$ cat src/rtl/page_map_pkg.sv
package page_map_pkg;
    localparam int NUM_REGS   = 16;
    localparam int PAGE_W     = 12;
    localparam int BYTE_W     = 8;
    localparam int IDX_W      = $clog2(NUM_REGS);
    localparam int HI_W       = PAGE_W - BYTE_W;

    typedef logic [PAGE_W-1:0] page_t;
    typedef logic [IDX_W-1:0]  idx_t;

    typedef struct packed {
        logic              en;
        idx_t              idx;
        logic [HI_W-1:0]   hi;
        logic [BYTE_W-1:0] lo;
    } wr_req_t;

    typedef enum logic {
        PH_FIRST  = 1'b0,
        PH_SECOND = 1'b1
    } byte_phase_e;

    function automatic page_t pass_nibble(input idx_t nib);
        page_t p;
        p = '0;
        p[IDX_W-1:0] = nib;
        return p;
    endfunction
endpackage

$ cat src/rtl/byte_pairer.sv
module byte_pairer
    import page_map_pkg::*;
(
    input  logic              clk,
    input  logic              rst,
    input  logic              strobe,
    input  idx_t              idx,
    input  logic [BYTE_W-1:0] data,
    output wr_req_t           req
);
    byte_phase_e       phase_q;
    logic [HI_W-1:0]   hold_q;

    always_ff @(posedge clk) begin
        if (rst) begin
            phase_q <= PH_FIRST;
            hold_q  <= '0;
        end else if (strobe) begin
            if (phase_q == PH_FIRST) begin
                hold_q  <= data[HI_W-1:0];
                phase_q <= PH_SECOND;
            end else begin
                phase_q <= PH_FIRST;
            end
        end
    end

    always_comb begin
        req.en  = strobe;
        req.idx = idx;
        req.lo  = data;
        req.hi  = (phase_q == PH_FIRST) ? data[HI_W-1:0] : hold_q;
    end


    second_keeps_hold_chk: assert property (@(posedge clk) disable iff (rst)
        (strobe && phase_q == PH_SECOND) |=> $stable(hold_q));


    idle_phase_chk: assert property (@(posedge clk) disable iff (rst)
        !strobe |=> $stable(phase_q));
endmodule

$ cat src/rtl/page_store.sv
module page_store
    import page_map_pkg::*;
(
    input  logic    clk,
    input  logic    rst,
    input  wr_req_t req,
    input  idx_t    rd_idx,
    input  idx_t    xl_idx,
    output page_t   rd_entry,
    output page_t   xl_entry
);
    page_t mem [NUM_REGS];

    for (genvar g = 0; g < NUM_REGS; g++) begin : g_entry
        always_ff @(posedge clk) begin
            if (req.en && req.idx == idx_t'(g)) begin
                mem[g] <= {req.hi, req.lo};
            end
        end
    end

    assign rd_entry = mem[rd_idx];
    assign xl_entry = mem[xl_idx];


    entry_write_chk: assert property (@(posedge clk) disable iff (rst)
        (req.en && req.idx == rd_idx) |=> (rd_entry == {$past(req.hi), $past(req.lo)}));
endmodule

$ cat src/rtl/page_select.sv
module page_select
    import page_map_pkg::*;
(
    input  logic  clk,
    input  logic  rst,
    input  logic  map_en,
    input  logic  map_mode,
    input  idx_t  cpu_nib,
    input  page_t entry,
    output page_t page
);
    always_comb begin
        if (!map_en)       page = '0;
        else if (map_mode) page = entry;
        else               page = pass_nibble(cpu_nib);
    end


    transparent_chk: assert property (@(posedge clk) disable iff (rst)
        (map_en && !map_mode) |-> (page[PAGE_W-1:IDX_W] == '0 && page[IDX_W-1:0] == cpu_nib));


    disabled_zero_chk: assert property (@(posedge clk) disable iff (rst)
        !map_en |-> (page == '0));
endmodule

$ cat src/rtl/page_map_file.sv
module page_map_file
    import page_map_pkg::*;
(
    input  logic        clk,
    input  logic        rst,
    input  logic        acc_sel,
    input  logic [3:0]  reg_idx,
    input  logic        wr_byte,
    input  logic [7:0]  wr_data,
    input  logic        rd_en,
    output logic [7:0]  rd_data,
    input  logic        map_en,
    input  logic        map_mode,
    input  logic [3:0]  cpu_nib,
    output logic [11:0] page
);
    wr_req_t req;
    page_t   rd_entry;
    page_t   xl_entry;
    logic    reading;

    byte_pairer u_pair (
        .clk    (clk),
        .rst    (rst),
        .strobe (wr_byte & acc_sel),
        .idx    (reg_idx),
        .data   (wr_data),
        .req    (req)
    );

    page_store u_store (
        .clk      (clk),
        .rst      (rst),
        .req      (req),
        .rd_idx   (reg_idx),
        .xl_idx   (cpu_nib),
        .rd_entry (rd_entry),
        .xl_entry (xl_entry)
    );

    page_select u_sel (
        .clk      (clk),
        .rst      (rst),
        .map_en   (map_en),
        .map_mode (map_mode),
        .cpu_nib  (cpu_nib),
        .entry    (xl_entry),
        .page     (page)
    );

    assign reading = rd_en & acc_sel;
    assign rd_data = reading ? rd_entry[BYTE_W-1:0] : '0;


    quiet_bus_chk: assert property (@(posedge clk) disable iff (rst)
        !(rd_en && acc_sel) |-> (rd_data == '0));


    mapped_match_chk: assert property (@(posedge clk) disable iff (rst)
        (map_en && map_mode && !(wr_byte && acc_sel) && reg_idx == cpu_nib && rd_en && acc_sel)
            |-> (page[BYTE_W-1:0] == rd_data));
endmodule

$ cat config.mk
export PLATFORM = sky130hd
export DESIGN_NAME = page_map_file
export DESIGN_NICKNAME = d
export VERILOG_FILES = /design/src/rtl/page_map_pkg.sv /design/src/rtl/byte_pairer.sv /design/src/rtl/page_store.sv /design/src/rtl/page_select.sv /design/src/rtl/page_map_file.sv
export SDC_FILE = /design/constraint.sdc
export NUM_CORES = 1
export LEC_CHECK = 0
export ABC_AREA = 0
export BUFFER_PORTS_ARGS = -buffer_cell sky130_fd_sc_hd__buf_2
export CORE_ASPECT_RATIO = 1.1
export CORE_UTILIZATION = 40
export DETAILED_ROUTE_END_ITERATION = 7
export GPL_TIMING_DRIVEN = 1
export SLEW_MARGIN = 20
export SYNTH_ARGS = -nofsm -noshare
export SYNTH_HDL_FRONTEND = slang
export SYNTH_SLANG_ARGS = --single-unit
$ cat constraint.sdc
create_clock -name clk -period 5.02 [get_ports clk]
set_input_delay 0.753 -clock clk [delete_from_list [all_inputs] [get_ports clk]]
set_output_delay 0.753 -clock clk [all_outputs]
set_load 0.1 [all_outputs]
==> key figures <==
Run status
  – Status: completed

Drt
  – Drt initial violations: 390
  – DR DRC count: 0
  – Detailed Route WL: ~21 mm
  – Number of search-and-repair iterations in the first detailed-routing pass: 4
  – Vias/cell: 5.96
  – Number of vias after detailed routing: around 4,800
  – Antenna violation net count after detailed routing: 0
  – Average wire per standard cell: around 26 um

Logic synthesis
  – Leading register cell type out of synthesis: sky130_fd_sc_hd__edfxtp_1
  – Commonest cells in the synthesized netlist: sky130_fd_sc_hd__edfxtp_1 (192), sky130_fd_sc_hd__mux2i_1 (48), sky130_fd_sc_hd__mux4_2 (46), sky130_fd_sc_hd__mux4_1 (25)
  – Area share of the largest cell type after synthesis: 0.649
  – Post-Syn Instances: 456
  – Warning count from the yosys run: 0
  – Synth cell types: 35
  – Number of enable-type register cells in the synthesized netlist: between 150 and 200
  – Library cell with the highest instance count after synthesis: sky130_fd_sc_hd__edfxtp_1
  – Synthesized area per cell: roughly 19 sq um
  – Post-Syn Area: slightly below 9000 sq um
  – Async SR Flop Fraction: 0
  – Flop and latch count out of synthesis: ~200
  – Cell types with the largest area share after synthesis: sky130_fd_sc_hd__edfxtp_1 (65%), sky130_fd_sc_hd__mux4_2 (12%), sky130_fd_sc_hd__mux4_1 (7.4%), sky130_fd_sc_hd__mux2i_1 (5.4%), sky130_fd_sc_hd__o22ai_1 (1.2%)
  – Sequential area share after synthesis: 0.660
  – Syn nets: 479
  – Post-synth top area cell: sky130_fd_sc_hd__edfxtp_1

Clock network
  – Maximum count of clock buffers along a single path: 2
  – Clk Latency, worst-skew pair: between 0.4 and 0.5 ns
  – Number of CTS-inserted buffers: 17
  – Total of hold buffers inserted after clock tree synthesis: 0
  – Library cell used as clock root buffer: sky130_fd_sc_hd__clkbuf_16
  – Post-CTS Setup Bufs: 0
  – Clock tree from TritonCTS: built
  – # H-tree levels: 4
  – Total number of clock tree sinks: around 200
  – Register clock-pin slew on the reported worst setup and hold paths: approximately 0.070 ns
  – Post-CTS Resized: 0

Setup path
  – Reg-to-Reg End: u_store.mem[11][10]
  – Maximum fanout count along the critical path: 26
  – Logic depth of the worst register-to-register path: 1
  – Maximum cell stage delay along the critical path: ~0.69 ns
  – Crit end category: output pin
  – FF-to-FF Start: u_pair.phase_q
  – Startpoint-to-endpoint class of the critical path: in2out
  – Type of element launching the critical path: input port
  – Reg2Reg Setup Slack: approximately 3.7 ns
  – Cell with the biggest individual delay on the critical path: sky130_fd_sc_hd__buf_2
  – List of cells traversed by the critical path: buf_2, buf_4, mux4_1, mux2i_1, o22ai_1, buf_2
  – Arr. time, crit path: 3.02 ns
  – Worst endpoint required time: ~4.3 ns
  – Cell repeated most along the worst path: sky130_fd_sc_hd__buf_2

Placed design
  – Number of port buffers: 42
  – Last weighted congestion value of the routability-driven placer: 0.836
  – Detailed placement HPWL: around 13 mm

Layout
  – Synthesis-to-layout area growth: 12.2%
  – Final-stage net count: 530
  – ANT cells: 0
  – Proportion of layout cells with a drive suffix above 1: 0.285
  – Layout Utilization: 0.462

Min path
  – Hold crit path type: reg2reg
  – Number of cells traversed by the worst hold path: 2
  – Hold_sp: u_pair.hold_q[3]
  – Endpoint of the worst hold path: u_pair.hold_q[3]

Pwr
  – Cell Pwr Density: 345 nW/um^2
  – P_leak: ~3.4 nW
  – Max rail drop VDD: ~0.00023 V

Floorplan
  – I/O Pins: 43
  – Site row count: 56
  – CORE AREA: between 20,000 and 25,000 sq um
  – Die W: 144 um
  – Vertical die dimension: around 160 um
  – Effective utilization at floorplan: 0.412
  – Area of the die: about 23,000 sq um

GRT
  – Gr ovfl total: 0
  – Maximum number of pins on one net before global-route repair: between 50 and 60
  – Via count of the first global-routing pass: between 4,000 and 5,000
  – Total Routing Usage GR: 0.197
  – Antenna violations before repair: 1
  – Wire length of the first global-routing pass: a little over 30 mm

STA
  – Pins Over Slew Limit: 0
  – Total count of hold-check failures in the final report: 0
  – Shortest period the worst path allows: between 3 and 4 ns
  – Setup violation total in the final timing report: 0
  – Total negative slack for setup checks: 0 ns
  – Largest clock skew in the final design: between 0.004 and 0.005 ns
  – Highest clock rate: roughly 270 MHz
  – Worst-margin pin slew: 1.03 ns
  – Unrepaired setup endpoints after global routing: no
  – Slew margin rel.: 0.311
  – Final cycle utilization of the critical path: 0.751

Flow run
  – Number of maximum-capacitance violations: 0
worst max-delay path by stage:
stage	from	slack, ns	endpoint
after floorplan	cpu_nib[0]	0.50	page[1]
after global placement	reg_idx[0]	1.27	rd_data[4]
after detailed placement	reg_idx[0]	1.22	rd_data[4]
after CTS	reg_idx[0]	1.23	rd_data[4]
after global routing	reg_idx[0]	1.13	rd_data[4]
final	reg_idx[0]	1.25	rd_data[4]
final cells by class:
type / count / area (sq um)
multi-input combinational: 226 / 2800
tap: 290 / 363
inverter: 3 / 11.3
timing repair buffer: 62 / 373
fill: 1884 / 11600
clock inverter: 14 / 128
sequential: 197 / 5870
clock buffer: 18 / 429
cells in the final DEF, fill, tap and decap left out, types with 5 or more instances in the layout:
cell	instances
sky130_fd_sc_hd__buf_4	19
sky130_fd_sc_hd__clkbuf_16	17
sky130_fd_sc_hd__o21ai_0	16
sky130_fd_sc_hd__nand2_1	17
sky130_fd_sc_hd__nor2_1	16
sky130_fd_sc_hd__buf_2	42
sky130_fd_sc_hd__mux2_2	5
sky130_fd_sc_hd__inv_6	5
sky130_fd_sc_hd__mux4_2	46
sky130_fd_sc_hd__o22ai_1	17
sky130_fd_sc_hd__a21oi_1	8
sky130_fd_sc_hd__mux4_1	25
sky130_fd_sc_hd__mux2i_1	48
sky130_fd_sc_hd__edfxtp_1	192
sky130_fd_sc_hd__dfxtp_1	5
routing by layer:
metal,vias up,part of all wire,GRT usage
met5,-,0.00062,0
met4,2,0.027,0.0821
met3,36,0.052,0.0373
met2,179,0.52,0.341
met1,2561,0.40,0.242
li1,2050,-,-
cells by family (layout without fill, tap and decap cells):
family                    count (synthesis)  count (layout)  synth area share
AOI/OAI and AO/OA                        52              52            0.0359
xor gates and xnor gates                  1               1          0.000986
DFF                                     197             197             0.660
muxes                                   124             124             0.251
buffers and inverters                    33              97            0.0269
and+or+nand+nor                          49              49            0.0251
where the power goes:
group          internal (mW)  switching (mW)  total [mW]
clock                  0.690           0.590        1.28
sequential              1.83         0.00883        1.84
combinational          0.105           0.215       0.320
through the flow:
step	cells	setup slack (ns)	power [mW]	instance area (sq um)	hold WS, ns
4_1_cts	810	1.23	3.47	9970	0.483
5_1_grt	810	1.13	3.55	9970	0.506
3_5_place_dp	778	1.22	2.20	9410	0.472
6_report	810	1.25	3.44	9970	0.483
2_1_floorplan	456	0.501	2.11	8880	0.444
3_3_place_gp	778	1.27	2.19	9410	0.459
state kept, by name (all words and copies together), names as in the netlist:
register / count
u_pair.hold_q: 4
u_pair.phase_q: 1
u_store.mem: 192
worst max-delay path: cells and delay by family:
family,cells,cell delay [ns]
muxes,2,0.73
AOI/OAI and AO/OA,1,0.12
buffers and inverters,3,1.40
(Power assumes the default switching activity.)
